==> config.mk <==
export PLATFORM = sky130hd
export DESIGN_NAME = irq_eoi_latch
export DESIGN_NICKNAME = d
export VERILOG_FILES = /design/src/rtl/irq_eoi_pkg.sv /design/src/rtl/pin_fall_detect.sv /design/src/rtl/eoi_decode.sv /design/src/rtl/irq_eoi_latch.sv
export SDC_FILE = /design/constraint.sdc
export NUM_CORES = 1
export LEC_CHECK = 0
export BUFFER_PORTS_ARGS = -buffer_cell sky130_fd_sc_hd__buf_2
export CAP_MARGIN = 20
export CORE_MARGIN = 3
export CORE_UTILIZATION = 47
export CTS_BUF_LIST = sky130_fd_sc_hd__clkbuf_4
export CTS_CLUSTER_DIAMETER = 150
export DETAILED_ROUTE_END_ITERATION = 6
export PLACE_DENSITY = 0.84
export SYNTH_ARGS = -nofsm -noshare
export SYNTH_HDL_FRONTEND = slang
export SYNTH_HIERARCHICAL = 1
export SYNTH_SLANG_ARGS = --single-unit
==> constraint.sdc <==
create_clock -name clk -period 1.2 [get_ports clk]
set_clock_uncertainty 0.05 [all_clocks]
set_input_delay 0.18 -clock clk [delete_from_list [all_inputs] [get_ports clk]]
set_output_delay 0.18 -clock clk [all_outputs]
set_load 0.05 [all_outputs]
==> src/rtl/irq_eoi_pkg.sv <==
package irq_eoi_pkg;
  localparam int NSRC  = 8;
  localparam int NSLOT = 8;          // 7 acknowledge slots + mask load slot
  localparam int MASK_SLOT = NSLOT - 1;

  // Map acknowledge-slot hits to the status bits they clear.
  // Slot 2 is shared by the tick and tick-watchdog bits.
  function automatic logic [NSRC-1:0] slot_clear(input logic [NSLOT-2:0] hit);
    logic [NSRC-1:0] clr;
    clr    = '0;
    clr[0] = hit[0];
    clr[1] = hit[1];
    clr[2] = hit[2];
    clr[3] = hit[2];
    for (int k = 3; k < NSLOT - 1; k++) clr[k+1] = hit[k];
    return clr;
  endfunction

  function automatic logic irq_any(input logic [NSRC-1:0] st, input logic [NSRC-1:0] en);
    return |(st & en);
  endfunction
endpackage

==> src/rtl/pin_fall_detect.sv <==
module pin_fall_detect #(
  parameter int STAGES = 2
) (
  input  logic clk,
  input  logic rst_n,
  input  logic pin,
  input  logic qual_pin,
  output logic fall
);
  logic [STAGES-1:0] pin_sh;
  logic [STAGES-1:0] qual_sh;
  logic              pin_prev;
  logic              pin_cur;
  logic              qual_cur;

  always_ff @(posedge clk or negedge rst_n) begin
    if (!rst_n) begin
      pin_sh   <= '1;
      qual_sh  <= '0;
      pin_prev <= 1'b1;
    end else begin
      pin_sh   <= {pin_sh[STAGES-2:0], pin};
      qual_sh  <= {qual_sh[STAGES-2:0], qual_pin};
      pin_prev <= pin_sh[STAGES-1];
    end
  end

  assign pin_cur  = pin_sh[STAGES-1];
  assign qual_cur = qual_sh[STAGES-1];
  assign fall     = pin_prev & ~pin_cur & qual_cur;


  single_fall_chk: assert property (@(posedge clk) disable iff (!rst_n)
    fall |=> !fall);
endmodule

==> src/rtl/eoi_decode.sv <==
module eoi_decode #(
  parameter int ADDR_W   = 12,
  parameter int BASE     = 'h600,
  parameter int STEP_LG2 = 6,
  parameter int NSLOT    = 8
) (
  input  logic              clk,
  input  logic              rst_n,
  input  logic              wr_en,
  input  logic [ADDR_W-1:0] wr_addr,
  output logic [NSLOT-1:0]  slot_hit
);
  for (genvar k = 0; k < NSLOT; k++) begin : g_slot
    localparam logic [ADDR_W-1:0] SLOT_ADDR = ADDR_W'(BASE + (k << STEP_LG2));
    assign slot_hit[k] = wr_en && (wr_addr == SLOT_ADDR);
  end


  one_slot_chk: assert property (@(posedge clk) disable iff (!rst_n)
    $onehot0(slot_hit));
endmodule

==> src/rtl/irq_eoi_latch.sv <==
module irq_eoi_latch
  import irq_eoi_pkg::*;
#(
  parameter int ADDR_W      = 12,
  parameter int SYNC_STAGES = 2,
  parameter int EOI_BASE    = 'h600,
  parameter int STEP_LG2    = 6
) (
  input  logic              clk,
  input  logic              rst_n,
  input  logic              bat_ok_pin,
  input  logic              ext_pwr_n_pin,
  input  logic              media_n_pin,
  input  logic              tick_evt,
  input  logic              wdog_evt,
  input  logic              tmr1_uf,
  input  logic              tmr2_uf,
  input  logic              rtc_match,
  input  logic              modem_chg,
  input  logic              wr_en,
  input  logic [ADDR_W-1:0] wr_addr,
  input  logic [NSRC-1:0]   wr_data,
  output logic [NSRC-1:0]   status,
  output logic [NSRC-1:0]   irq_en,
  output logic              irq
);
  logic            batt_fall;
  logic            media_fall;
  logic [NSLOT-1:0] slot_hit;
  logic [NSRC-1:0] set_evt;
  logic [NSRC-1:0] clr_vec;
  logic [NSRC-1:0] status_q;
  logic [NSRC-1:0] en_q;

  pin_fall_detect #(.STAGES(SYNC_STAGES)) i_batt (
    .clk(clk), .rst_n(rst_n), .pin(bat_ok_pin), .qual_pin(ext_pwr_n_pin), .fall(batt_fall));

  pin_fall_detect #(.STAGES(SYNC_STAGES)) i_media (
    .clk(clk), .rst_n(rst_n), .pin(media_n_pin), .qual_pin(1'b1), .fall(media_fall));

  eoi_decode #(.ADDR_W(ADDR_W), .BASE(EOI_BASE), .STEP_LG2(STEP_LG2), .NSLOT(NSLOT)) i_dec (
    .clk(clk), .rst_n(rst_n), .wr_en(wr_en), .wr_addr(wr_addr), .slot_hit(slot_hit));

  assign set_evt = {modem_chg, rtc_match, tmr2_uf, tmr1_uf, wdog_evt, tick_evt, media_fall, batt_fall};
  assign clr_vec = slot_clear(slot_hit[NSLOT-2:0]);

  always_ff @(posedge clk or negedge rst_n) begin
    if (!rst_n) begin
      status_q <= '0;
      en_q     <= '0;
    end else begin
      status_q <= (status_q & ~clr_vec) | set_evt;   // set wins over clear
      if (slot_hit[MASK_SLOT]) en_q <= wr_data;
    end
  end

  assign status = status_q;
  assign irq_en = en_q;
  assign irq    = irq_any(status_q, en_q);


  set_sticks_chk: assert property (@(posedge clk) disable iff (!rst_n)
    (set_evt != '0) |=> ((status & $past(set_evt)) == $past(set_evt)));

  clear_takes_chk: assert property (@(posedge clk) disable iff (!rst_n)
    ((clr_vec & ~set_evt) != '0) |=> ((status & $past(clr_vec & ~set_evt)) == '0));

  hold_chk: assert property (@(posedge clk) disable iff (!rst_n)
    (clr_vec == '0 && set_evt == '0) |=> $stable(status));

  quiet_irq_chk: assert property (@(posedge clk) disable iff (!rst_n)
    (status == '0) |-> !irq);
endmodule

==> impl_metrics.json, run 1 <==
{
  "port_buffers": 48,
  "ys_top_cells_by_area": "dfrtp_1 47%, dfstp_2 15%, mux2_4 11%",
  "worst_path_end_type": "top-level output",
  "outcome": "did not finish",
  "synth_area_per_cell_um2": 13.9,
  "fp.dieH_um": 53.7,
  "seq_area_frac_synth": 0.617,
  "synth_area_mm2": 0.00107,
  "die_w_um": 53.7,
  "cts_root_buf": "clkbuf_4",
  "numCtsBuffers": 3,
  "cts_sinks": 26,
  "clk_path_buf_depth": 2,
  "error_line": "[ERROR DPL-0033] detailed placement checks failed during check placement.",
  "yosysUniqueCellTypes": 18,
  "postGrtWorstEndpoint": "irq",
  "place_congestion": 0.853,
  "synth_seq_cells": 26,
  "syn_nets": 109,
  "synth_largest_area_cell": "dfrtp_1",
  "initial_core_util": 0.518,
  "synthCells": 77,
  "synth_warnings": 6,
  "stop_stage": "global routing",
  "grt_max_degree": 27,
  "rows": 16,
  "grt_antenna_before_repair": 0,
  "place_area_mm2": 0.00145,
  "place_hpwl_mm": 2.03,
  "htreeDepth": 1,
  "pin_count": 49,
  "synth.top_cell.area_share": 0.469
}
-- through the flow --
stage                     std cells  hold slack, ps  worst slack, ps  TNS [ps]
after floorplan                  77            -166             -417     -5900
after global placement          164             134             -600     -7610
after detailed placement        164             144             -644     -8090
after CTS                       185            13.8             -314     -2070
-- cells by family after synthesis --
family                 share of synthesized area
DFF                                        0.617
and+or+nand+nor                            0.137
AOI/OAI and AO/OA                         0.0844
buffers and inverters                     0.0457
muxes                                      0.113
other                                    0.00351
-- what timing repair did --
item	in CTS
buffers inserted	8
pin swaps	11
hold buffers	10
gates cloned	0
endpoints found under the hold margin	29
gates resized for setup	51
setup endpoints to repair	33
-- synthesized netlist by cell type --
master,count
or3_1,2
a21o_1,8
nand2b_1,2
a22oi_1,4
nand2_1,1
mux2_4,8
buf_6,2
nor4_1,8
nand4b_1,1
or3b_2,2
nand4_1,1
conb_1,1
inv_1,7
dfrtp_1,20
or2_2,1
and3b_1,2
or4_4,1
dfstp_2,6
==> run 2: changes to the inputs <==
--- a/config.mk
+++ b/config.mk
@@ -7,12 +7,10 @@
 export LEC_CHECK = 0
 export BUFFER_PORTS_ARGS = -buffer_cell sky130_fd_sc_hd__buf_2
 export CAP_MARGIN = 20
-export CORE_MARGIN = 3
-export CORE_UTILIZATION = 47
-export CTS_BUF_LIST = sky130_fd_sc_hd__clkbuf_4
-export CTS_CLUSTER_DIAMETER = 150
+export CORE_AREA = 3 3 64 66
 export DETAILED_ROUTE_END_ITERATION = 6
-export PLACE_DENSITY = 0.84
+export DIE_AREA = 0 0 67 69
+export PLACE_DENSITY_LB_ADDON = 0.15
 export SYNTH_ARGS = -nofsm -noshare
 export SYNTH_HDL_FRONTEND = slang
 export SYNTH_HIERARCHICAL = 1
==> impl_metrics.json, run 2 <==
{
  "ys_top_cells_by_area": "dfrtp_1 47%, dfstp_2 15%, mux2_4 11%",
  "synth_seq_cells": 26,
  "drt_iter0_markers": 19,
  "power.density_mw_per_mm2": 855,
  "numCtsBuffers": 3,
  "place_hpwl_mm": 1.89,
  "avgViaCountPerCell": 4.40,
  "layout_common_cells": "33 x buf_2, 20 x dfrtp_1, 14 x buf_4, 12 x buf_6",
  "die_w_um": 67,
  "synth_fa_ha_area_frac": 0,
  "min_to": "status[3]",
  "synth_area_mm2": 0.00107,
  "synthCells": 77,
  "reg2reg_slack_ps": 120,
  "crit_required_ps": 1300,
  "grt_overflow": 0,
  "initial_core_util": 0.294,
  "worst-path-max-fanout": 8,
  "worst_pin_slew_ps": 567,
  "hold_start": "wdog_evt",
  "fin_crit_ps": 1460,
  "dieArea_mm2": 0.00462,
  "synth-xor-area-share": 0,
  "peakVddDrop_mv": 1.09,
  "arrival_ps": 1560,
  "yosys.area_share.simple": 0.137,
  "ant_nets": 0,
  "first_pass_iters": 2,
  "yosysUniqueCellTypes": 18,
  "synth_common_cells": "20 x dfrtp_1, 8 x a21o_1, 8 x mux2_4, 8 x nor4_1, 7 x inv_1",
  "setup_ws_ps": -255,
  "max_freq_mhz": 687,
  "cts.reportedPaths.clkPinSlew_ps": 80,
  "rows": 22,
  "hold_violations": 0,
  "wl_mm": 2.70,
  "r2r-end": "irq_en[0]",
  "setup_viol": 18,
  "critical_path_class": "input pin to register",
  "track_usage": 0.118,
  "grt_max_degree": 27,
  "cts_tree": "yes",
  "mostFrequentLayoutCell": "buf_2",
  "synthFlopType": "dfrtp_1",
  "synth_top_family_by_area": "simple AND/OR/NAND/NOR gates",
  "area.growth.synth_to_final_pct": 78.4,
  "synth.area.mux_share": 0.113,
  "n_fill_cell": 324,
  "place_congestion": 0.680,
  "synthMostInstantiatedCell": "dfrtp_1",
  "stdcell_count": 203,
  "drc": 0,
  "clk_path_buf_depth": 2,
  "grt_setup_unrepaired": "yes",
  "htreeDepth": 1,
  "first_global_vias": 927,
  "synth.top_cell.area_share": 0.469,
  "core_mm2": 0.00363,
  "worst_setup_path_start_kind": "input pin",
  "async_flop_share": 1.00,
  "wire_per_inst_um": 13.3,
  "grt_antenna_before_repair": 0,
  "cts_root_buf": "clkbuf_8",
  "grt_pass1_wl_mm": 4.24,
  "final_nets": 188,
  "end_kind": "register",
  "design_area_mm2": 0.00190,
  "rr_worst_depth": 3,
  "seq_area_frac_synth": 0.617,
  "r2r-start": "irq_en[0]",
  "outcome": "finished with violations",
  "drv_slew": 0,
  "power_mw": 1.63,
  "clkLatencyLatePin_ps": 260,
  "maxCapViolations": 0,
  "drive_gt1_frac": 0.684,
  "dp_cells": 187,
  "synth-edff-count": 0,
  "synth_largest_area_cell": "dfrtp_1",
  "place_area_mm2": 0.00150,
  "leakagePower_nw": 0.879,
  "diodes": 0,
  "synth_warnings": 6,
  "final.period_utilization": 1.21,
  "min_path_type": "input pin to register",
  "violations": "setup timing",
  "pin_count": 49,
  "port_buffers": 48,
  "synth_area_per_cell_um2": 13.9,
  "fp.dieH_um": 69,
  "relSlewSlack": 0.622,
  "cts_sinks": 26,
  "syn_nets": 109,
  "vias": 894,
  "synth_compound_area_frac": 0.0844,
  "whs_path_depth": 2
}
## run 2: cell counts after synthesis
No cell type changed its count.
## run 2: worst max-delay path, cell delays in order
cell	delay, ps
buf_6	90
or4_4	590
nor4_4	220
buf_12	180
mux2_4	300
## run 2: through the flow
step | hold slack, ps | setup TNS [ps] | util | setup slack, ps
finish | 42.7 | -3530 | 0.524 | -255
detailed placement | 161 | -8120 | 0.412 | -586
CTS | 36.5 | -3270 | 0.490 | -234
global route | 32.5 | -4090 | 0.524 | -287
global placement | 146 | -7980 | 0.412 | -566
floorplan | -166 | -5900 | - | -417
## run 2: what timing repair did
item | CTS | global route
resized for setup | 34 | 24
setup endpoints to repair | 22 | 30
cloned | 0 | 0
pin swaps | 4 | 4
hold buffers | 4 | 0
endpoints found under the hold margin | 23 | 0
setup buffers | 7 | 7
## run 2: logic make-up (layout without fill, tap and decap cells)
logic type             count (synthesis)  count (layout)
AOI/OAI and AO/OA                     12              12
buffers and inverters                  9              87
DFF                                   26              26
muxes                                  8               8
other                                  1               1
and+or+nand+nor                       21              21
## run 2: final cells by class
class                      instances  area [um^2]  share of cell area
sequential                        26          658               0.346
clock buffer                       4         55.1              0.0289
multi-input combinational         42          497               0.261
tap                               48         60.1              0.0315
inverter                           7         26.3              0.0138
timing repair buffer              76          608               0.319
## run 2: routing by layer
layer / GRT usage / up-vias / part of all wire
met5: 0 / - / 0
met4: 0.0203 / 0 / 0.0037
met3: 0.0391 / 2 / 0.070
met2: 0.211 / 30 / 0.55
met1: 0.135 / 433 / 0.38
li1: - / 429 / -
## run 2: power by group
group	leakage, nW	switching (mW)	internal, mW
Sequential	0.291	0.00605	0.902
Combinational	0.559	0.0884	0.0930
Clock	0.0288	0.247	0.293
Total	0.879	0.341	1.29
## run 2: how the worst max path moves through the flow
stage	from	slack, ps	to
global placement	wr_addr[1]	-570	status[3]
finish	wr_addr[1]	-260	irq_en[5]
global route	wr_addr[1]	-290	status[4]
detailed placement	wr_addr[1]	-590	status[6]
CTS	wr_addr[1]	-230	irq_en[5]
floorplan	wr_addr[1]	-420	irq_en[0]
Note: power is estimated with default switching activity, not from simulation.
==> run 3: changes to the inputs <==
--- a/config.mk
+++ b/config.mk
@@ -10,7 +10,9 @@
 export CORE_AREA = 3 3 64 66
 export DETAILED_ROUTE_END_ITERATION = 6
 export DIE_AREA = 0 0 67 69
+export GPL_TIMING_DRIVEN = 0
 export PLACE_DENSITY_LB_ADDON = 0.15
+export SKIP_LAST_GASP = 1
 export SYNTH_ARGS = -nofsm -noshare
 export SYNTH_HDL_FRONTEND = slang
 export SYNTH_HIERARCHICAL = 1
==> impl_metrics.json, run 3 (synthesis results as in run 2) <==
{
  "drv_slew": 0,
  "critPathMostFrequentCell": "buf_6",
  "pwr-share-seq": 0.516,
  "max_freq_mhz": 690,
  "cts_sinks": 26,
  "initial_core_util": 0.294,
  "fp.dieH_um": 69,
  "cpMaxStageDelayCell": "or4_4",
  "slowest_delay_ps": 610,
  "dieArea_mm2": 0.00462,
  "critical_path_class": "input pin to register",
  "path_buf_inv": 2,
  "cts_tree": "yes",
  "clkLatencyLatePin_ps": 260,
  "setup_viol": 18,
  "outcome": "finished with violations",
  "numCtsBuffers": 3,
  "whs_path_depth": 2,
  "hold-worst-slack_ps": 41.5,
  "end_kind": "register",
  "first_pass_iters": 4,
  "worst_pin_slew_ps": 598,
  "die_w_um": 67,
  "rr_worst_depth": 3,
  "leakagePower_nw": 0.822,
  "grt_max_degree": 27,
  "grt_setup_unrepaired": "yes",
  "crit_cells": 5,
  "critPathTopFamily": "simple AND/OR/NAND/NOR gates",
  "wl_mm": 2.47,
  "cts_root_buf": "clkbuf_8",
  "p_switching_mw": 0.337,
  "vias": 849,
  "grt_antenna_before_repair": 0,
  "place_hpwl_mm": 1.73,
  "power_frac_comb": 0.086,
  "maxCapViolations": 0,
  "port_buffers": 48,
  "htreeDepth": 1,
  "crit_start": "wr_addr[4]",
  "area.growth.synth_to_final_pct": 67.8,
  "drive_gt1_frac": 0.644,
  "hold_violations": 0,
  "r2r-start": "irq_en[0]",
  "diodes": 0,
  "pin_count": 49,
  "place_ws_ps": -653,
  "peakVddDrop_mv": 0.673,
  "cts.reportedPaths.clkPinSlew_ps": 90,
  "power.density_mw_per_mm2": 983,
  "hold_start": "tick_evt",
  "wire_per_inst_um": 12.5,
  "worst-path-max-fanout": 8,
  "fin_crit_ps": 1450,
  "drc": 0,
  "p_int_mw": 1.42,
  "path_cells": "buf_6 -> or4_4 -> nor4_4 -> buf_6 -> mux2_4",
  "final.period_utilization": 1.21,
  "switching_share": 0.191,
  "crit_required_ps": 1300,
  "min_path_type": "input pin to register",
  "relSlewSlack": 0.601,
  "track_usage": 0.104,
  "arrival_ps": 1550,
  "worst_setup_path_start_kind": "input pin",
  "avgViaCountPerCell": 4.31,
  "setup_ws_ps": -249,
  "clk_path_buf_depth": 2,
  "ant_nets": 0,
  "mostFrequentLayoutCell": "buf_2",
  "grt_pass1_wl_mm": 3.83,
  "final_nets": 182,
  "violations": "setup timing",
  "drt_iter0_markers": 28,
  "place_congestion": 0.727,
  "core_mm2": 0.00363,
  "rows": 22,
  "first_global_vias": 850,
  "layout_common_cells": "35 x buf_2, 20 x dfrtp_1, 14 x buf_4, 9 x buf_6",
  "clkPwrFrac": 0.398,
  "grt_overflow": 0
}
run 3: changes by cell type in the layout (fill, tap and decap cells not counted), moves of 2 or more:
cell / delta
buf_2: +2
buf_6: -3
buf_8: -2
clkbuf_4: -2
nor4_1: +3
nor4_4: -2
run 3: per-stage QoR:
| stage | area, um^2 | power (mW) | TNS, ps | instances | utilization |
|---|---|---|---|---|---|
| 3_3_place_gp | 1390 | 1.04 | -8620 | 173 | 0.381 |
| 5_1_grt | 1790 | 1.84 | -3740 | 197 | 0.493 |
| 4_1_cts | 1590 | 1.77 | -3410 | 188 | 0.437 |
| 2_1_floorplan | 1080 | 0.963 | -5900 | 77 | - |
| 6_report | 1790 | 1.76 | -3000 | 197 | 0.493 |
| 3_5_place_dp | 1390 | 1.04 | -8640 | 173 | 0.381 |
run 3: what timing repair did:
item / CTS / global route
pin swaps: 3 / 7
resized for setup: 10 / 39
setup buffers: 8 / 12
hold endpoints to repair: 23 / 0
hold buffers: 4 / 0
setup endpoints to repair: 18 / 28
run 3: worst paths after layout:
check / end / slack (ps)
hold / removal: status[2] / 40
max in group asynchronous: status[0] / 310
min in group asynchronous: irq_en[5] / 400
setup / recovery: irq_en[7] / -250
hold reg to reg: i_media/qual_sh[1] / 300
setup reg to reg: irq_en[0] / 120
run 3: cell type report:
type                       count  area, um^2
multi-input combinational     42         455
inverter                       7        26.3
buffer                         1        11.3
fill                         333        1840
sequential                    26         658
timing repair buffer          69         508
clock buffer                   3        41.3
tap                           48        60.1
clock inverter                 1        30.0
run 3: per-layer routing:
layer | vias up | global-route usage | routed length, um
li1 | 415 | - | -
met1 | 405 | 0.137 | 1100
met2 | 27 | 0.168 | 1180
met3 | 2 | 0.0261 | 178
met4 | 0 | 0.0270 | 10
met5 | - | 0 | 0
run 3: worst reg2reg max path: cells and delay by family, from the launching register on:
| kind | cells | cell delay [ps] |
|---|---|---|
| buffers and inverters | 2 | 270 |
| DFF | 1 | 400 |
| muxes | 1 | 260 |
run 3: power by group through the flow:
stage          clock network (mW)  logic (mW)  registers [mW]
6_report                    0.700       0.152           0.907
5_1_grt                     0.765       0.168           0.910
4_1_cts                     0.728       0.132           0.908
3_5_place_dp                    0       0.116           0.924
3_3_place_gp                    0       0.113           0.923
2_1_floorplan                   0      0.0340           0.929
